File: src/rtl/spi_rd_pkg.sv
package spi_rd_pkg;
  localparam int unsigned ADDR_W = 24;
  localparam int unsigned CMD_W  = 8 + ADDR_W;
  localparam logic [7:0] RD_OPCODE = 8'h03;

  typedef enum logic [2:0] {
    ST_IDLE,
    ST_LEAD,
    ST_SHIFT,
    ST_TAIL,
    ST_GAP
  } eng_state_e;
endpackage

File: src/rtl/spi_rd_planner.sv
// Request shaping: low-memory redirect and prefetch length stretch.
module spi_rd_planner
  import spi_rd_pkg::*;
#(
  parameter int unsigned LEN_W = 7,
  parameter int unsigned BURST = 64
) (
  input  logic [ADDR_W-1:0] addr_i,
  input  logic [LEN_W-1:0]  len_i,
  input  logic              alias_en_i,
  input  logic              prefetch_en_i,
  output logic [ADDR_W-1:0] addr_o,
  output logic [LEN_W-1:0]  len_o
);
  localparam int unsigned ALIGN_W = $clog2(BURST);
  localparam logic [6:0]  LEGACY_TAG = 7'b0000111; // bits 23:17 of 0E0000..0FFFFF

  logic in_legacy;
  logic aligned;
  logic stretch;

  always_comb begin
    in_legacy = alias_en_i && (addr_i[ADDR_W-1:17] == LEGACY_TAG);
    addr_o    = addr_i;
    if (in_legacy) begin
      addr_o[ADDR_W-1:20] = '1;
    end
    aligned = (addr_i[ALIGN_W-1:0] == '0);
    stretch = prefetch_en_i && aligned && (len_i != '0) && (len_i < LEN_W'(BURST));
    len_o   = stretch ? LEN_W'(BURST) : len_i;
  end
endmodule

File: src/rtl/spi_rd_clkgen.sv
// Half-period tick generator for the serial clock.
module spi_rd_clkgen #(
  parameter int unsigned HALF_DIV = 2
) (
  input  logic clk,
  input  logic rst_n,
  input  logic run_i,
  output logic tick_o
);
  generate
    if (HALF_DIV <= 1) begin : g_full_rate
      assign tick_o = run_i;
    end else begin : g_divided
      localparam int unsigned DIV_W = $clog2(HALF_DIV);
      logic [DIV_W-1:0] cnt_q, cnt_d;
      logic             wrap;

      always_comb begin
        wrap  = (cnt_q == DIV_W'(HALF_DIV - 1));
        cnt_d = cnt_q;
        if (!run_i) begin
          cnt_d = '0;
        end else if (wrap) begin
          cnt_d = '0;
        end else begin
          cnt_d = cnt_q + 1'b1;
        end
      end

      always_ff @(posedge clk or negedge rst_n) begin
        if (!rst_n) begin
          cnt_q <= '0;
        end else begin
          cnt_q <= cnt_d;
        end
      end

      assign tick_o = run_i && wrap;
    end
  endgenerate
endmodule

File: src/rtl/spi_rd_shifter.sv
// Command shift-out and byte assembly of the reply.
module spi_rd_shifter
  import spi_rd_pkg::*;
#(
  parameter int unsigned OFF_W = 7
) (
  input  logic             clk,
  input  logic             rst_n,
  input  logic             load_i,
  input  logic [CMD_W-1:0] cmd_i,
  input  logic             shift_i,
  input  logic             sample_i,
  input  logic             data_phase_i,
  input  logic             miso_i,
  output logic             mosi_o,
  output logic             byte_valid_o,
  output logic [7:0]       byte_data_o,
  output logic [OFF_W-1:0] byte_offset_o
);
  logic [CMD_W-1:0] tx_q, tx_d;
  logic [6:0]       rx_q, rx_d;
  logic [2:0]       nbit_q, nbit_d;
  logic [OFF_W-1:0] nbyte_q, nbyte_d;
  logic             vld_q, vld_d;
  logic [7:0]       dat_q, dat_d;
  logic [OFF_W-1:0] off_q, off_d;

  always_comb begin
    tx_d    = tx_q;
    rx_d    = rx_q;
    nbit_d  = nbit_q;
    nbyte_d = nbyte_q;
    vld_d   = 1'b0;
    dat_d   = dat_q;
    off_d   = off_q;
    if (load_i) begin
      tx_d    = cmd_i;
      nbit_d  = '0;
      nbyte_d = '0;
    end else begin
      if (shift_i) begin
        tx_d = {tx_q[CMD_W-2:0], 1'b0};
      end
      if (sample_i && data_phase_i) begin
        rx_d   = {rx_q[5:0], miso_i};
        nbit_d = nbit_q + 1'b1;
        if (nbit_q == 3'd7) begin
          vld_d   = 1'b1;
          dat_d   = {rx_q, miso_i};
          off_d   = nbyte_q;
          nbyte_d = nbyte_q + 1'b1;
        end
      end
    end
  end

  always_ff @(posedge clk or negedge rst_n) begin
    if (!rst_n) begin
      tx_q    <= '0;
      rx_q    <= '0;
      nbit_q  <= '0;
      nbyte_q <= '0;
      vld_q   <= 1'b0;
      dat_q   <= '0;
      off_q   <= '0;
    end else begin
      tx_q    <= tx_d;
      rx_q    <= rx_d;
      nbit_q  <= nbit_d;
      nbyte_q <= nbyte_d;
      vld_q   <= vld_d;
      dat_q   <= dat_d;
      off_q   <= off_d;
    end
  end

  assign mosi_o        = tx_q[CMD_W-1];
  assign byte_valid_o  = vld_q;
  assign byte_data_o   = dat_q;
  assign byte_offset_o = off_q;
endmodule

File: src/rtl/spi_flash_rd_engine.sv
// Direct read engine for a serial boot flash.
module spi_flash_rd_engine
  import spi_rd_pkg::*;
#(
  parameter int unsigned LEN_W    = 7,
  parameter int unsigned BURST    = 64,
  parameter int unsigned HALF_DIV = 2
) (
  input  logic              clk,
  input  logic              rst_n,
  input  logic              req_valid,
  input  logic [23:0]       req_addr,
  input  logic [LEN_W-1:0]  req_len,
  input  logic              alias_en,
  input  logic              prefetch_en,
  output logic              busy,
  output logic              done,
  output logic              rd_valid,
  output logic [7:0]        rd_data,
  output logic [LEN_W-1:0]  rd_offset,
  output logic              spi_cs_n,
  output logic              spi_sck,
  output logic              spi_mosi,
  input  logic              spi_miso
);
  localparam int unsigned BIT_W = LEN_W + 4;

  eng_state_e        state_q, state_d;
  logic              sck_q, sck_d;
  logic              cs_n_q, cs_n_d;
  logic              done_q, done_d;
  logic [BIT_W-1:0]  bit_cnt_q, bit_cnt_d;
  logic [LEN_W-1:0]  len_q, len_d;
  logic [BIT_W-1:0]  last_bit;
  logic              data_phase;

  logic [ADDR_W-1:0] plan_addr;
  logic [LEN_W-1:0]  plan_len;
  logic              tick;
  logic              load, shift, sample;

  spi_rd_planner #(.LEN_W(LEN_W), .BURST(BURST)) u_plan (
    .addr_i       (req_addr),
    .len_i        (req_len),
    .alias_en_i   (alias_en),
    .prefetch_en_i(prefetch_en),
    .addr_o       (plan_addr),
    .len_o        (plan_len)
  );

  spi_rd_clkgen #(.HALF_DIV(HALF_DIV)) u_clk (
    .clk   (clk),
    .rst_n (rst_n),
    .run_i (state_q != ST_IDLE),
    .tick_o(tick)
  );

  spi_rd_shifter #(.OFF_W(LEN_W)) u_shf (
    .clk          (clk),
    .rst_n        (rst_n),
    .load_i       (load),
    .cmd_i        ({RD_OPCODE, plan_addr}),
    .shift_i      (shift),
    .sample_i     (sample),
    .data_phase_i (data_phase),
    .miso_i       (spi_miso),
    .mosi_o       (spi_mosi),
    .byte_valid_o (rd_valid),
    .byte_data_o  (rd_data),
    .byte_offset_o(rd_offset)
  );

  assign last_bit   = {1'b0, len_q, 3'b000} + BIT_W'(CMD_W - 1);
  assign data_phase = (bit_cnt_q >= BIT_W'(CMD_W));

  always_comb begin
    state_d   = state_q;
    sck_d     = sck_q;
    cs_n_d    = cs_n_q;
    bit_cnt_d = bit_cnt_q;
    len_d     = len_q;
    done_d    = 1'b0;
    load      = 1'b0;
    shift     = 1'b0;
    sample    = 1'b0;
    unique case (state_q)
      ST_IDLE: begin
        if (req_valid) begin
          if (plan_len == '0) begin
            done_d = 1'b1;
          end else begin
            state_d   = ST_LEAD;
            cs_n_d    = 1'b0;
            bit_cnt_d = '0;
            len_d     = plan_len;
            load      = 1'b1;
          end
        end
      end
      ST_LEAD: begin
        if (tick) begin
          sck_d   = 1'b1;
          sample  = 1'b1;
          state_d = ST_SHIFT;
        end
      end
      ST_SHIFT: begin
        if (tick) begin
          if (sck_q) begin
            sck_d = 1'b0;
            if (bit_cnt_q == last_bit) begin
              state_d = ST_TAIL;
            end else begin
              bit_cnt_d = bit_cnt_q + 1'b1;
              shift     = 1'b1;
            end
          end else begin
            sck_d  = 1'b1;
            sample = 1'b1;
          end
        end
      end
      ST_TAIL: begin
        if (tick) begin
          cs_n_d  = 1'b1;
          state_d = ST_GAP;
        end
      end
      ST_GAP: begin
        if (tick) begin
          state_d = ST_IDLE;
          done_d  = 1'b1;
        end
      end
      default: state_d = ST_IDLE;
    endcase
  end

  always_ff @(posedge clk or negedge rst_n) begin
    if (!rst_n) begin
      state_q   <= ST_IDLE;
      sck_q     <= 1'b0;
      cs_n_q    <= 1'b1;
      done_q    <= 1'b0;
      bit_cnt_q <= '0;
      len_q     <= '0;
    end else begin
      state_q   <= state_d;
      sck_q     <= sck_d;
      cs_n_q    <= cs_n_d;
      done_q    <= done_d;
      bit_cnt_q <= bit_cnt_d;
      len_q     <= len_d;
    end
  end

  assign busy     = (state_q != ST_IDLE);
  assign done     = done_q;
  assign spi_cs_n = cs_n_q;
  assign spi_sck  = sck_q;

  // Checker-only byte counter for the burst-length property.
  logic [LEN_W-1:0] chk_bytes_q;
  always_ff @(posedge clk or negedge rst_n) begin
    if (!rst_n) begin
      chk_bytes_q <= '0;
    end else if (load) begin
      chk_bytes_q <= '0;
    end else if (rd_valid) begin
      chk_bytes_q <= chk_bytes_q + 1'b1;
    end
  end

  assert_sck_low_idle_R7: assert property (@(posedge clk) disable iff (!rst_n)
    spi_cs_n |-> !spi_sck);

  assert_mosi_hold_rise_R1: assert property (@(posedge clk) disable iff (!rst_n)
    $rose(spi_sck) |-> $stable(spi_mosi));

  assert_done_not_busy_R8: assert property (@(posedge clk) disable iff (!rst_n)
    done |-> !busy);

  assert_byte_inside_txn_R6: assert property (@(posedge clk) disable iff (!rst_n)
    rd_valid |-> (busy && !spi_cs_n));

  assert_burst_complete_R4: assert property (@(posedge clk) disable iff (!rst_n)
    (state_q == ST_GAP) |-> (chk_bytes_q == len_q));
endmodule

File: config.mk
export PLATFORM = sky130hd
export DESIGN_NAME = spi_flash_rd_engine
export DESIGN_NICKNAME = d
export VERILOG_FILES = /design/src/rtl/spi_rd_pkg.sv /design/src/rtl/spi_rd_planner.sv /design/src/rtl/spi_rd_clkgen.sv /design/src/rtl/spi_rd_shifter.sv /design/src/rtl/spi_flash_rd_engine.sv
export SDC_FILE = /design/constraint.sdc
export NUM_CORES = 1
export LEC_CHECK = 0
export BUFFER_PORTS_ARGS = -buffer_cell sky130_fd_sc_hd__buf_2
export CAP_MARGIN = 20
export CORE_MARGIN = 5
export CORE_UTILIZATION = 50
export DETAILED_ROUTE_END_ITERATION = 6
export GPL_ROUTABILITY_DRIVEN = 0
export PLACE_DENSITY_LB_ADDON = 0.12
export SYNTH_ARGS = -nofsm -noshare
export SYNTH_HDL_FRONTEND = slang
export SYNTH_SLANG_ARGS = --single-unit
export TNS_END_PERCENT = 50
File: constraint.sdc
create_clock -name clk -period 3.5 [get_ports clk]
set_input_delay 0.175 -clock clk [delete_from_list [all_inputs] [get_ports clk]]
set_output_delay 0.175 -clock clk [all_outputs]
set_load 0.01 [all_outputs]
Word-level counts from Yosys, hierarchy flattened. Cells that the tools add are included. Widths: inputs -> output; s select.

Input port bits: 37. Output and inout port bits: 21. Bits in registers: 90. Logic and storage cells: 113.

Order comparisons: 2. Reductions and logical operators: 25. Add/subtract/negate cells: 5. Equal/unequal tests: 16. Mux-type cells: 49. Bitwise logic cells: 2.

Operators by type and width (number): $mux 32 (2); $mux 11 (5); $mux 3 (10); $mux 7 (4); $pmux 11 s2 (1); $mux 1 (21); $ne 2x2->1 const B (9); $pmux 3 s5 (1); $reduce_bool 2->1 (6); $add 10x5->11 const B (1); $add 11x1->11 const B (1); $eq 11x11->1 (1); $ge 11x6->1 const B (1); $reduce_and 3->1 (3); $pmux 1 s2 (4); $reduce_and 8->1 (1); $add 7x1->7 const B (1); $eq 7x3->1 const B (1); $logic_not 7->1 (1); $lt 7x7->1 const B (1); $reduce_bool 7->1 (1); $eq 3x2->1 const B (2); $eq 3x3->1 const B (2); $logic_and 1x1->1 (6); other kinds (11) (13).

Logic depth before layout (Yosys ltp). Gate-level depths: netlist of run 1.

Depth in word-level cells: 11. Mapped depth: 10. Gate-level depth less buffers: 8.

Modules after synthesis. From an unflattened synthesis of run 1, not the netlist that was laid out.

Cell total of the unflattened synthesis: 458. Area, all modules: 4729.5 µm².

By module, submodules not included: spi_rd_shifter (cells an instance 240, area each 2849.0 µm², seq. area each 1626.6 µm², instances 1); spi_flash_rd_engine (cells an instance 172, area each 1534.0 µm², seq. area each 601.8 µm², instances 1); spi_rd_planner (cells an instance 43, area each 305.3 µm², seq. area each 0.0 µm², instances 1); spi_rd_clkgen (cells an instance 3, area each 41.3 µm², seq. area each 25.0 µm², instances 1).

Least setup slack after synthesis of run 1. Ideal clock, no wire load.

Path type: flip-flop to flip-flop. From: register len_q[0]. To: register bit_cnt_q[3]. Stages on the path, launching flop included: 11. Setup slack: 1304 ps. Required time: 3381 ps. Data arrival time: 2077 ps. Path buffers: 2. Path through: dfrtp_1 -> buf_2 -> inv_1 -> ha_1 -> xnor2_1 -> a211oi_1 -> o2111ai_1 -> a311o_2 -> buf_6 -> a21oi_1 -> a21bo_1.

Cells in the longest elaborated chain, start to end: 4.

RTL lines: start: declaration (line spi_flash_rd_engine.sv:33) `logic [LEN_W-1:0] len_q, len_d;`; start signal: assignment (line spi_flash_rd_engine.sv:153) `len_q <= len_d;`; $add 10x5->11 (line spi_flash_rd_engine.sv:73) `assign last_bit = {1'b0, len_q, 3'b000} + BIT_W'(CMD_W - 1);`; $eq 11x11->1 (line spi_flash_rd_engine.sv:111) `if (bit_cnt_q == last_bit) begin`; $ne 2x2->1 (no source line); $reduce_and 6->1 (no source line); end signal: assignment (line spi_flash_rd_engine.sv:152) `bit_cnt_q <= bit_cnt_d;`; end: declaration (line spi_flash_rd_engine.sv:32) `logic [BIT_W-1:0] bit_cnt_q, bit_cnt_d;`.

No other way between the ends. A chain may end at the register's enable or synchronous reset.

Final worst setup path of run 1.
From: register len_q[0]. To: register bit_cnt_q[9].

Same word-level chain as after synthesis.

==> flow_metrics.env, run 1 <==
export IMPL_postRouteAntennaNets=0
export IMPL_n_antenna_cell=0
export IMPL_hold_path_class="primary input to register"
export IMPL_ctsHoldBuffers=1
export IMPL_whs_path_depth=3
export IMPL_die_w_um=104
export IMPL_grtUsageTotal_pct=19.3
export IMPL_grt_max_degree=67
export IMPL_grt_pass1_vias=3576
export IMPL_vias=3523
export IMPL_fmax_ghz=0.368
export IMPL_power_density_nw_per_um2=371
export IMPL_fin_util_pct=57.3
export IMPL_cts_sinks=90
export IMPL_synth_area_um2=4430
export IMPL_hold_worst_slack_ns=0.0424
export IMPL_cts_resized=0
export IMPL_worstPathMaxFanout=33
export IMPL_end_kind="register"
export IMPL_crit_required_ns=3.74
export IMPL_wl_mm=9.92
export IMPL_drc=0
export IMPL_dieArea_um2=10900
export IMPL_yosys_area_top_type="dfrtp_1"
export IMPL_antenna_found_initial=0
export IMPL_synth_top_area_share_pct=50.2
export IMPL_io_pins=58
export IMPL_core_um2=8680
export IMPL_synth_edf_count=0
export IMPL_cp_start_kind="register"
export IMPL_root_buffer="clkbuf_8"
export IMPL_reg2regPathDepth=7
export IMPL_clk_pin_slew_ns=0.09
export IMPL_ys_seq_area_share_pct=50.8
export IMPL_nFillCells=815
export IMPL_ys_top_cells_by_area="dfrtp_1 (50%), nand2_1 (7.5%), a221o_1 (4.7%), a21oi_1 (2.7%), nand3_1 (2.3%)"
export IMPL_hold_violations=0
export IMPL_finalCritPeriodShare_pct=77.5
export IMPL_initial_core_util_pct=51.1
export IMPL_critPathKind="register to register"
export IMPL_viasPerCell=5.81
export IMPL_synth_ff_type="dfrtp_1"
export IMPL_wl_met1_mm=4.70
export IMPL_top_layer_used="met4"
export IMPL_worst_clock_skew_ns=0.00906
export IMPL_arrival_ns=2.96
export IMPL_maxSlewViolCount=0
export IMPL_setup_viol=0
export IMPL_synthesis_instances=448
export IMPL_layout_area_overhead_vs_synth_pct=12.2
export IMPL_drive_above_1_share_pct=21.1
export IMPL_drv_cap=0
export IMPL_routedWlPerCell_um=16.4
export IMPL_rows=34
export IMPL_die_h_um=104
export IMPL_placed_area_um2=4760
export IMPL_dp_hpwl_mm=6.45
export IMPL_ir_worst_vdd_v=0.000195
export IMPL_relSlewSlack_pct=43.6
export IMPL_cts_buffer_depth=2
export IMPL_gr_total_overflow=0
export IMPL_p_leak_nw=2.31
export IMPL_design_area_um2=4970
export IMPL_finalSetupTns_ns=0
export IMPL_avgSynthCellArea_um2=9.90
export IMPL_dr_pass1_iters=4
export IMPL_final_nets=537
export IMPL_dr_wl_met2_mm=4.74
export IMPL_min_period_ns=2.71
export IMPL_wl_met3_um=366
export IMPL_grt_pass1_wl_mm=17.5
export IMPL_h_tree_depth=3
export IMPL_portBuffers=57
export IMPL_tightestPinTransition_ns=0.846
export IMPL_cts_setup_buffers=0
export IMPL_cts_tree="built"
export IMPL_drt_iter0_drc=227
export IMPL_synth_nets=491
export IMPL_rsz0062_at_grt="no"
export IMPL_status="finished clean"
export IMPL_ys_warn_count=0
export IMPL_cts_buffers=9
export IMPL_synthArstFlopShare_pct=100
export IMPL_power_total_mw=1.85
export IMPL_yosys_register_bits=90
export IMPL_synth_cell_types=64
export IMPL_clk_insertion_delay_late_ns=0.35
-- per-stage QoR --
| step | instances | setup slack, ns |
|---|---|---|
| after floorplan | 448 | 1.30 |
| after global placement | 590 | 0.927 |
| after detailed placement | 590 | 0.812 |
| after CTS | 606 | 0.800 |
| after global routing | 606 | 0.557 |
| final | 606 | 0.786 |
-- final timing paths --
check,from,to,slack [ns]
min in group asynchronous,rst_n,len_q[1],0.45
max in group asynchronous,rst_n,bit_cnt_q[7],2.16
worst max-delay path,len_q[0],bit_cnt_q[9],0.79
worst min register to register,u_shf.rx_q[6],u_shf.byte_data_o[7],0.47
worst max register to register,len_q[0],bit_cnt_q[9],0.79
worst min-delay path,spi_miso,u_shf.byte_data_o[0],0.04
-- cell families after synthesis --
family,share of synthesized area (%)
compound gates,19.2
simple gates,18.3
mux,3.36
buf+inv,4.68
flops,50.8
xor+xnor,1.98
fa+ha+maj,1.69
-- synthesized netlist by cell type, types with 3 or more instances --
library cell / n
o221a_2: 3
and3_1: 9
a211o_1: 4
nand2_1: 89
nand3_1: 20
a21oi_1: 24
nor4_1: 3
mux2i_1: 4
clkbuf_1: 12
nand4_1: 3
nor3b_1: 3
xor2_1: 5
inv_1: 11
mux2_4: 5
a22o_1: 6
dfrtp_1: 89
buf_6: 3
buf_2: 15
o21ai_0: 20
xnor2_1: 5
nor2b_1: 4
o21a_1: 3
mux2_2: 3
ha_1: 6
nor2_1: 17
a31oi_1: 3
or3_1: 3
a221o_1: 21
nor3_1: 8
-- sequential cells by signal, summed over array words and instances, names as in the netlist --
signal	cells
u_shf.byte_offset_o	7
u_shf.byte_valid_o	1
u_clk.g_divided.cnt_q	1
u_shf.rx_q	7
state_q	3
spi_cs_n	1
spi_sck	1
bit_cnt_q	11
u_shf.nbit_q	3
done	1
u_shf.byte_data_o	8
u_shf.tx_q	32
u_shf.nbyte_q	7
len_q	7
-- layer usage --
metal	track usage, %	up-vias
li1	-	1703
met1	27.5	1733
met2	30.3	78
met3	3.79	9
met4	5.37	0
met5	0	-
-- power by group --
group          total (mW)  switching, mW  internal, mW
registers            1.05        0.00546          1.05
clock network       0.727          0.362         0.365
logic              0.0660         0.0386        0.0274
total                1.85          0.406          1.44
-- area by class of cell --
class                           instances  area [µm²]  share of cell area (%)
Timing Repair Buffer                   67         365                    7.34
Clock inverter                          4        51.3                    1.03
Clock buffer                           11         151                    3.04
Multi-Input combinational cell        314        1970                    39.7
Inverter                               12        45.0                   0.905
Sequential cell                        90        2250                    45.3
Tap cell                              108         135                    2.72
-- worst max-delay path, cell delays in order, from the launching register on --
cell and delay [ns]:
dfrtp_1 0.50, inv_1 0.08, ha_1 0.27, nor2_1 0.21, mux2i_1 0.29, a311o_2 0.71, a21oi_4 0.17, a221o_1 0.37
-- placed cells by master (no fill, tap or decap), types with 4 or more instances in the layout --
cell	n
xor2_1	5
clkbuf_8	11
mux2_4	5
nand2_1	89
o21ai_0	20
dfrtp_1	89
a221o_1	21
nor2_1	17
a22o_1	6
and3_1	9
xnor2_1	5
nand3_1	20
inv_1	11
buf_2	56
nor2b_1	4
nor3_1	8
a21oi_1	24
buf_4	10
ha_1	6
mux2i_1	4
a211o_1	4
No activity file was read; power rests on OpenSTA's default activity.
==> run 2, diff against run 1 <==
clock period = 2.55 ns   (was 3.5 ns; I/O delays follow)
==> run 2 against run 1 <==
First-iteration DRC count is 30% lower. Clock power increased by 30%. Non-clock buffer count up 26.
==> flow_metrics.env, run 2 (synthesis results as in run 1) <==
export IMPL_status="finished clean"
export IMPL_hold_violations=0
export IMPL_cts_sinks=90
export IMPL_p_seq_share_pct=57.8
export IMPL_cp_start_kind="register"
export IMPL_viasPerCell=5.75
export IMPL_arrival_ns=2.65
export IMPL_relSlewSlack_pct=62.4
export IMPL_io_pins=58
export IMPL_antenna_found_initial=0
export IMPL_placed_area_um2=4840
export IMPL_routedWlPerCell_um=16.3
export IMPL_ir_worst_vdd_v=0.000316
export IMPL_gr_total_overflow=0
export IMPL_multi_input_area_um2=2010
export IMPL_root_buffer="clkbuf_8"
export IMPL_initial_core_util_pct=51.1
export IMPL_power_internal_mw=1.94
export IMPL_timing_rr_end="u_shf.tx_q[8]"
export IMPL_grt_pass1_wl_mm=16.9
export IMPL_drive_above_1_share_pct=23.0
export IMPL_clk_pin_slew_ns=0.08
export IMPL_p_sw_share_pct=22.3
export IMPL_mostFrequentLayoutCells="nand2_1 (89), dfrtp_1 (88), buf_2 (56), a21oi_1 (24), a221o_1 (21)"
export IMPL_critPathMaxStageDelay_ns=0.44
export IMPL_final_common_cell="nand2_1"
export IMPL_dr_pass1_iters=6
export IMPL_worstHoldStart="req_addr[13]"
export IMPL_n_antenna_cell=0
export IMPL_die_w_um=104
export IMPL_r2r_slack_ns=0.14
export IMPL_p_clk_share_pct=37.7
export IMPL_worstPathMaxFanout=11
export IMPL_holdPathEnd="u_shf.tx_q[13]"
export IMPL_whs_path_depth=2
export IMPL_die_h_um=104
export IMPL_grtUsageTotal_pct=18.8
export IMPL_clk_insertion_delay_late_ns=0.36
export IMPL_drt_iter0_drc=158
export IMPL_grt_pass1_vias=3435
export IMPL_worst_r2r_startpoint="len_q[1]"
export IMPL_vias=3642
export IMPL_drv_cap=0
export IMPL_cts_buffers=9
export IMPL_finalCritPeriodShare_pct=94.5
export IMPL_hold_worst_slack_ns=0.00770
export IMPL_layout_area_overhead_vs_synth_pct=18.4
export IMPL_worst_clock_skew_ns=0.00929
export IMPL_largest_register_ff_count=32
export IMPL_maxSlewViolCount=0
export IMPL_power_switching_uw=557
export IMPL_portBuffers=57
export IMPL_rows=34
export IMPL_min_period_ns=2.41
export IMPL_reg2regPathDepth=8
export IMPL_path_cells="inv_1 > ha_1 > nor2_1 > mux2i_2 > a311o_2 > buf_4 > a21oi_1 > a221o_1"
export IMPL_postRouteAntennaNets=0
export IMPL_power_density_nw_per_um2=476
export IMPL_final_nets=564
export IMPL_fmax_ghz=0.415
export IMPL_core_um2=8680
export IMPL_tightestPinTransition_ns=0.563
export IMPL_p_leak_nw=2.42
export IMPL_h_tree_depth=3
export IMPL_critPathKind="register to register"
export IMPL_hold_path_class="primary input to register"
export IMPL_p_comb_share_pct=4.4
export IMPL_slowest_stage="dfrtp_2"
export IMPL_top_register="u_shf.tx_q"
export IMPL_drc=0
export IMPL_dp_hpwl_mm=6.77
export IMPL_cts_tree="built"
export IMPL_nFillCells=765
export IMPL_setup_viol=0
export IMPL_grt_max_degree=50
export IMPL_end_kind="register"
export IMPL_dieArea_um2=10900
export IMPL_crit_required_ns=2.79
export IMPL_cts_buffer_depth=2
export IMPL_regArea_um2=2250
export IMPL_design_area_um2=5250
export IMPL_wl_mm=10.3
-- run 2: cell count changes in the layout (fill, tap and decap cells not counted), moves of 2 or more --
cell           previous run  this run
dlygate4sd3_1             1        15
buf_12                    0         2
clkbuf_8                 11         9
clkbuf_1                  0         2
buf_4                    10        20
-- run 2: worst max-delay path by stage --
stage              from       endpoint  depth (start not counted)
2_1_floorplan  len_q[0]   bit_cnt_q[3]                         10
3_3_place_gp   len_q[1]  u_shf.tx_q[1]                          8
3_5_place_dp   len_q[1]  u_shf.tx_q[2]                          8
4_1_cts        len_q[1]  u_shf.tx_q[2]                          8
5_1_grt        len_q[1]  u_shf.tx_q[2]                          9
6_report       len_q[1]  u_shf.tx_q[8]                          8
-- run 2: worst max-delay path, delay by kind of cell, from the launching register on --
family	cells	cell delay, ns
buffers and inverters	2	0.28
adder cells (fa/ha/maj)	1	0.24
AND/OR/NAND/NOR	1	0.27
flip-flops	1	0.44
AO/OA/AOI/OAI	3	0.73
multiplexers	1	0.32
-- run 2: through the flow --
stage	power (mW)	utilization (%)	instances	TNS, ns	worst slack, ns
CTS	2.52	59.4	625	0	0.104
global route	2.61	60.5	633	-0.00368	-0.00368
floorplan	1.49	-	448	0	0.354
detailed placement	1.57	55.8	597	0	0.107
global placement	1.57	55.8	597	0	0.219
finish	2.50	60.5	633	0	0.140
-- run 2: what timing repair did --
action	4_1_cts	5_1_grt
hold buffers	13	2
endpoints found under the setup margin	0	18
hold endpoints to repair	52	2
buffers inserted	0	5
resized for setup	0	6
-- run 2: power by group through the flow --
stage	Clock (mW)	Sequential, mW	Combinational [mW]
finish	0.943	1.45	0.110
detailed placement	0	1.47	0.0960
global route	1.04	1.45	0.125
floorplan	0	1.48	0.0154
global placement	0	1.47	0.0937
CTS	0.964	1.45	0.111
-- run 2: layout make-up --
cell class | instances | area share, %
timing repair buffer | 93 | 11.8
sequential | 90 | 42.9
clock inverter | 4 | 1.02
multi-input combinational | 315 | 38.3
inverter | 12 | 0.858
tap | 108 | 2.57
clock buffer | 11 | 2.50
-- run 2: metal layers --
layer  routed length, µm  global-route usage [%]  vias up
met4                 153                    5.46        0
li1                    -                       -     1758
met1                4980                    26.0     1798
met5                   0                       0        -
met2                4860                    29.5       71
met3                 350                    4.47       15
==> run 3, diff against run 2 <==
clock period = 2.1 ns   (was 2.55 ns; I/O delays follow)
==> run 3 against run 2 <==
The flow now finishes with violations (setup timing). Sequential share of layout area fell by 3.1 points. Die area stayed put. Cell count rose by 4.7%. Sequential cell count did not move. Worst setup slack lost 0.31 ns. Clock power grew 38%. Wire length is 4.9% higher. Hold slack improved by 0.013 ns. Critical endpoint is now u_shf.tx_q[11]. Largest cell class unchanged. Largest power group unchanged.
==> flow_metrics.env, run 3 (synthesis results as in run 1) <==
export IMPL_placed_area_um2=5020
export IMPL_clk_pin_slew_ns=0.09
export IMPL_maxSlewViolCount=0
export IMPL_place_ws_ns=-0.109
export IMPL_relSlewSlack_pct=55.6
export IMPL_clk_insertion_delay_late_ns=0.35
export IMPL_post_route_worst_setup_slack_ns=-0.173
export IMPL_path_cells="inv_4 > ha_4 > nor2_1 > mux2i_1 > a311o_2 > buf_4 > a21oi_1 > a221o_1"
export IMPL_initial_core_util_pct=51.1
export IMPL_p_leak_nw=2.62
export IMPL_postRouteAntennaNets=0
export IMPL_cts_buffers=9
export IMPL_drc=0
export IMPL_cts_tree="built"
export IMPL_dieArea_um2=10900
export IMPL_arrival_ns=2.51
export IMPL_min_period_ns=2.27
export IMPL_grt_pass1_wl_mm=18.1
export IMPL_portBuffers=57
export IMPL_worst_clock_skew_ns=0.00522
export IMPL_r2r_slack_ns=-0.17
export IMPL_fmax_ghz=0.440
export IMPL_root_buffer="clkbuf_8"
export IMPL_gr_total_overflow=0
export IMPL_reg2regPathDepth=8
export IMPL_drv_cap=0
export IMPL_slowest_stage="a311o_2"
export IMPL_final_common_cell="nand2_1"
export IMPL_ir_worst_vdd_v=0.000456
export IMPL_cts_sinks=90
export IMPL_mostFrequentLayoutCells="nand2_1 (89), dfrtp_1 (87), buf_2 (56), buf_4 (33), dlygate4sd3_1 (26)"
export IMPL_critPathKind="register to register"
export IMPL_largest_register_ff_count=32
export IMPL_hold_path_class="primary input to register"
export IMPL_grt_max_degree=53
export IMPL_dr_pass1_iters=5
export IMPL_die_w_um=104
export IMPL_status="finished with violations"
export IMPL_vias=3863
export IMPL_core_um2=8680
export IMPL_design_area_um2=5660
export IMPL_critPathMaxStageDelay_ns=0.43
export IMPL_fin_util_pct=65.3
export IMPL_dp_hpwl_mm=7.25
export IMPL_final_nets=594
export IMPL_drive_above_1_share_pct=28.1
export IMPL_n_antenna_cell=0
export IMPL_violations="setup timing"
export IMPL_hold_violations=0
export IMPL_die_h_um=104
export IMPL_power_density_nw_per_um2=566
export IMPL_layout_area_overhead_vs_synth_pct=27.7
export IMPL_wl_mm=10.8
export IMPL_h_tree_depth=3
export IMPL_viasPerCell=5.83
export IMPL_end_kind="register"
export IMPL_routedWlPerCell_um=16.4
export IMPL_cpLargestDelayFamily="compound AO/OA/AOI/OAI gates"
export IMPL_finalCritPeriodShare_pct=108
export IMPL_startpoint="len_q[0]"
export IMPL_worstPathMaxFanout=8
export IMPL_rsz0062_at_grt="yes"
export IMPL_io_pins=58
export IMPL_drt_iter0_drc=135
export IMPL_cp_depth=8
export IMPL_cp_start_kind="register"
export IMPL_path_buf_inv=2
export IMPL_antenna_found_initial=0
export IMPL_grt_pass1_vias=3752
export IMPL_setup_viol=39
export IMPL_cts_buffer_depth=2
export IMPL_top_register="u_shf.tx_q"
export IMPL_grtUsageTotal_pct=19.8
export IMPL_timing_rr_end="u_shf.tx_q[11]"
export IMPL_endpoint="u_shf.tx_q[11]"
export IMPL_worst_r2r_startpoint="len_q[0]"
export IMPL_hold_worst_slack_ns=0.0205
export IMPL_tightestPinTransition_ns=0.667
export IMPL_rows=34
export IMPL_crit_required_ns=2.34
-- run 3: worst min path at each step --
stage / start / endpoint / slack [ns] / cells after the start
floorplan: rst_n / bit_cnt_q[0] / -0.19 / 0
global placement: rst_n / state_q[1] / 0.19 / 1
detailed placement: rst_n / done / 0.19 / 1
CTS: req_addr[1] / u_shf.tx_q[1] / 0.002 / 2
global route: req_addr[5] / u_shf.tx_q[5] / 0.01 / 2
finish: req_addr[22] / u_shf.tx_q[22] / 0.02 / 3
-- run 3: cell type report --
cell class / instances / area, µm²
sequential: 90 / 2260
fill: 702 / 3020
clock buffer: 9 / 124
multi-input combinational: 314 / 2080
tap: 108 / 135
timing repair buffer: 124 / 933
clock inverter: 6 / 90.1
inverter: 12 / 47.5
-- run 3: worst reg2reg max path, stage by stage, from the launching register on --
cell and delay, ns:
dfrtp_1 0.40, inv_4 0.05, ha_4 0.17, nor2_1 0.20, mux2i_1 0.34, a311o_2 0.44, buf_4 0.22, a21oi_1 0.07
a221o_1 0.27
-- run 3: report_power, final --
group	switching, mW	leakage (nW)	total (mW)	internal [mW]
Combinational	0.0737	1.38	0.152	0.0787
Sequential	0.00936	1.14	1.76	1.75
Clock	0.625	0.106	1.30	0.670
-- run 3: routing by layer --
metal,wire (µm),up-vias,GRT usage (%)
met2,5200,138,31.4
met3,579,18,2.67
met5,0,-,0
met4,152,0,6.29
met1,4920,1890,28.3
li1,-,1817,-
-- run 3: through the flow --
step	cells	power (mW)	TNS (ns)
CTS	661	3.24	-1.56
floorplan	448	1.81	-0.742
global placement	618	1.90	-0.627
detailed placement	618	1.91	-2.18
finish	663	3.20	-3.92
global route	663	3.32	-8.52
-- run 3: repair_timing --
| action | in CTS | in global routing |
|---|---|---|
| cloned | 0 | 1 |
| hold endpoints to repair | 76 | 0 |
| pin swaps | 8 | 16 |
| resized for setup | 4 | 27 |
| setup endpoints to repair | 38 | 47 |
| hold buffers | 26 | 0 |
| buffers inserted | 2 | 1 |
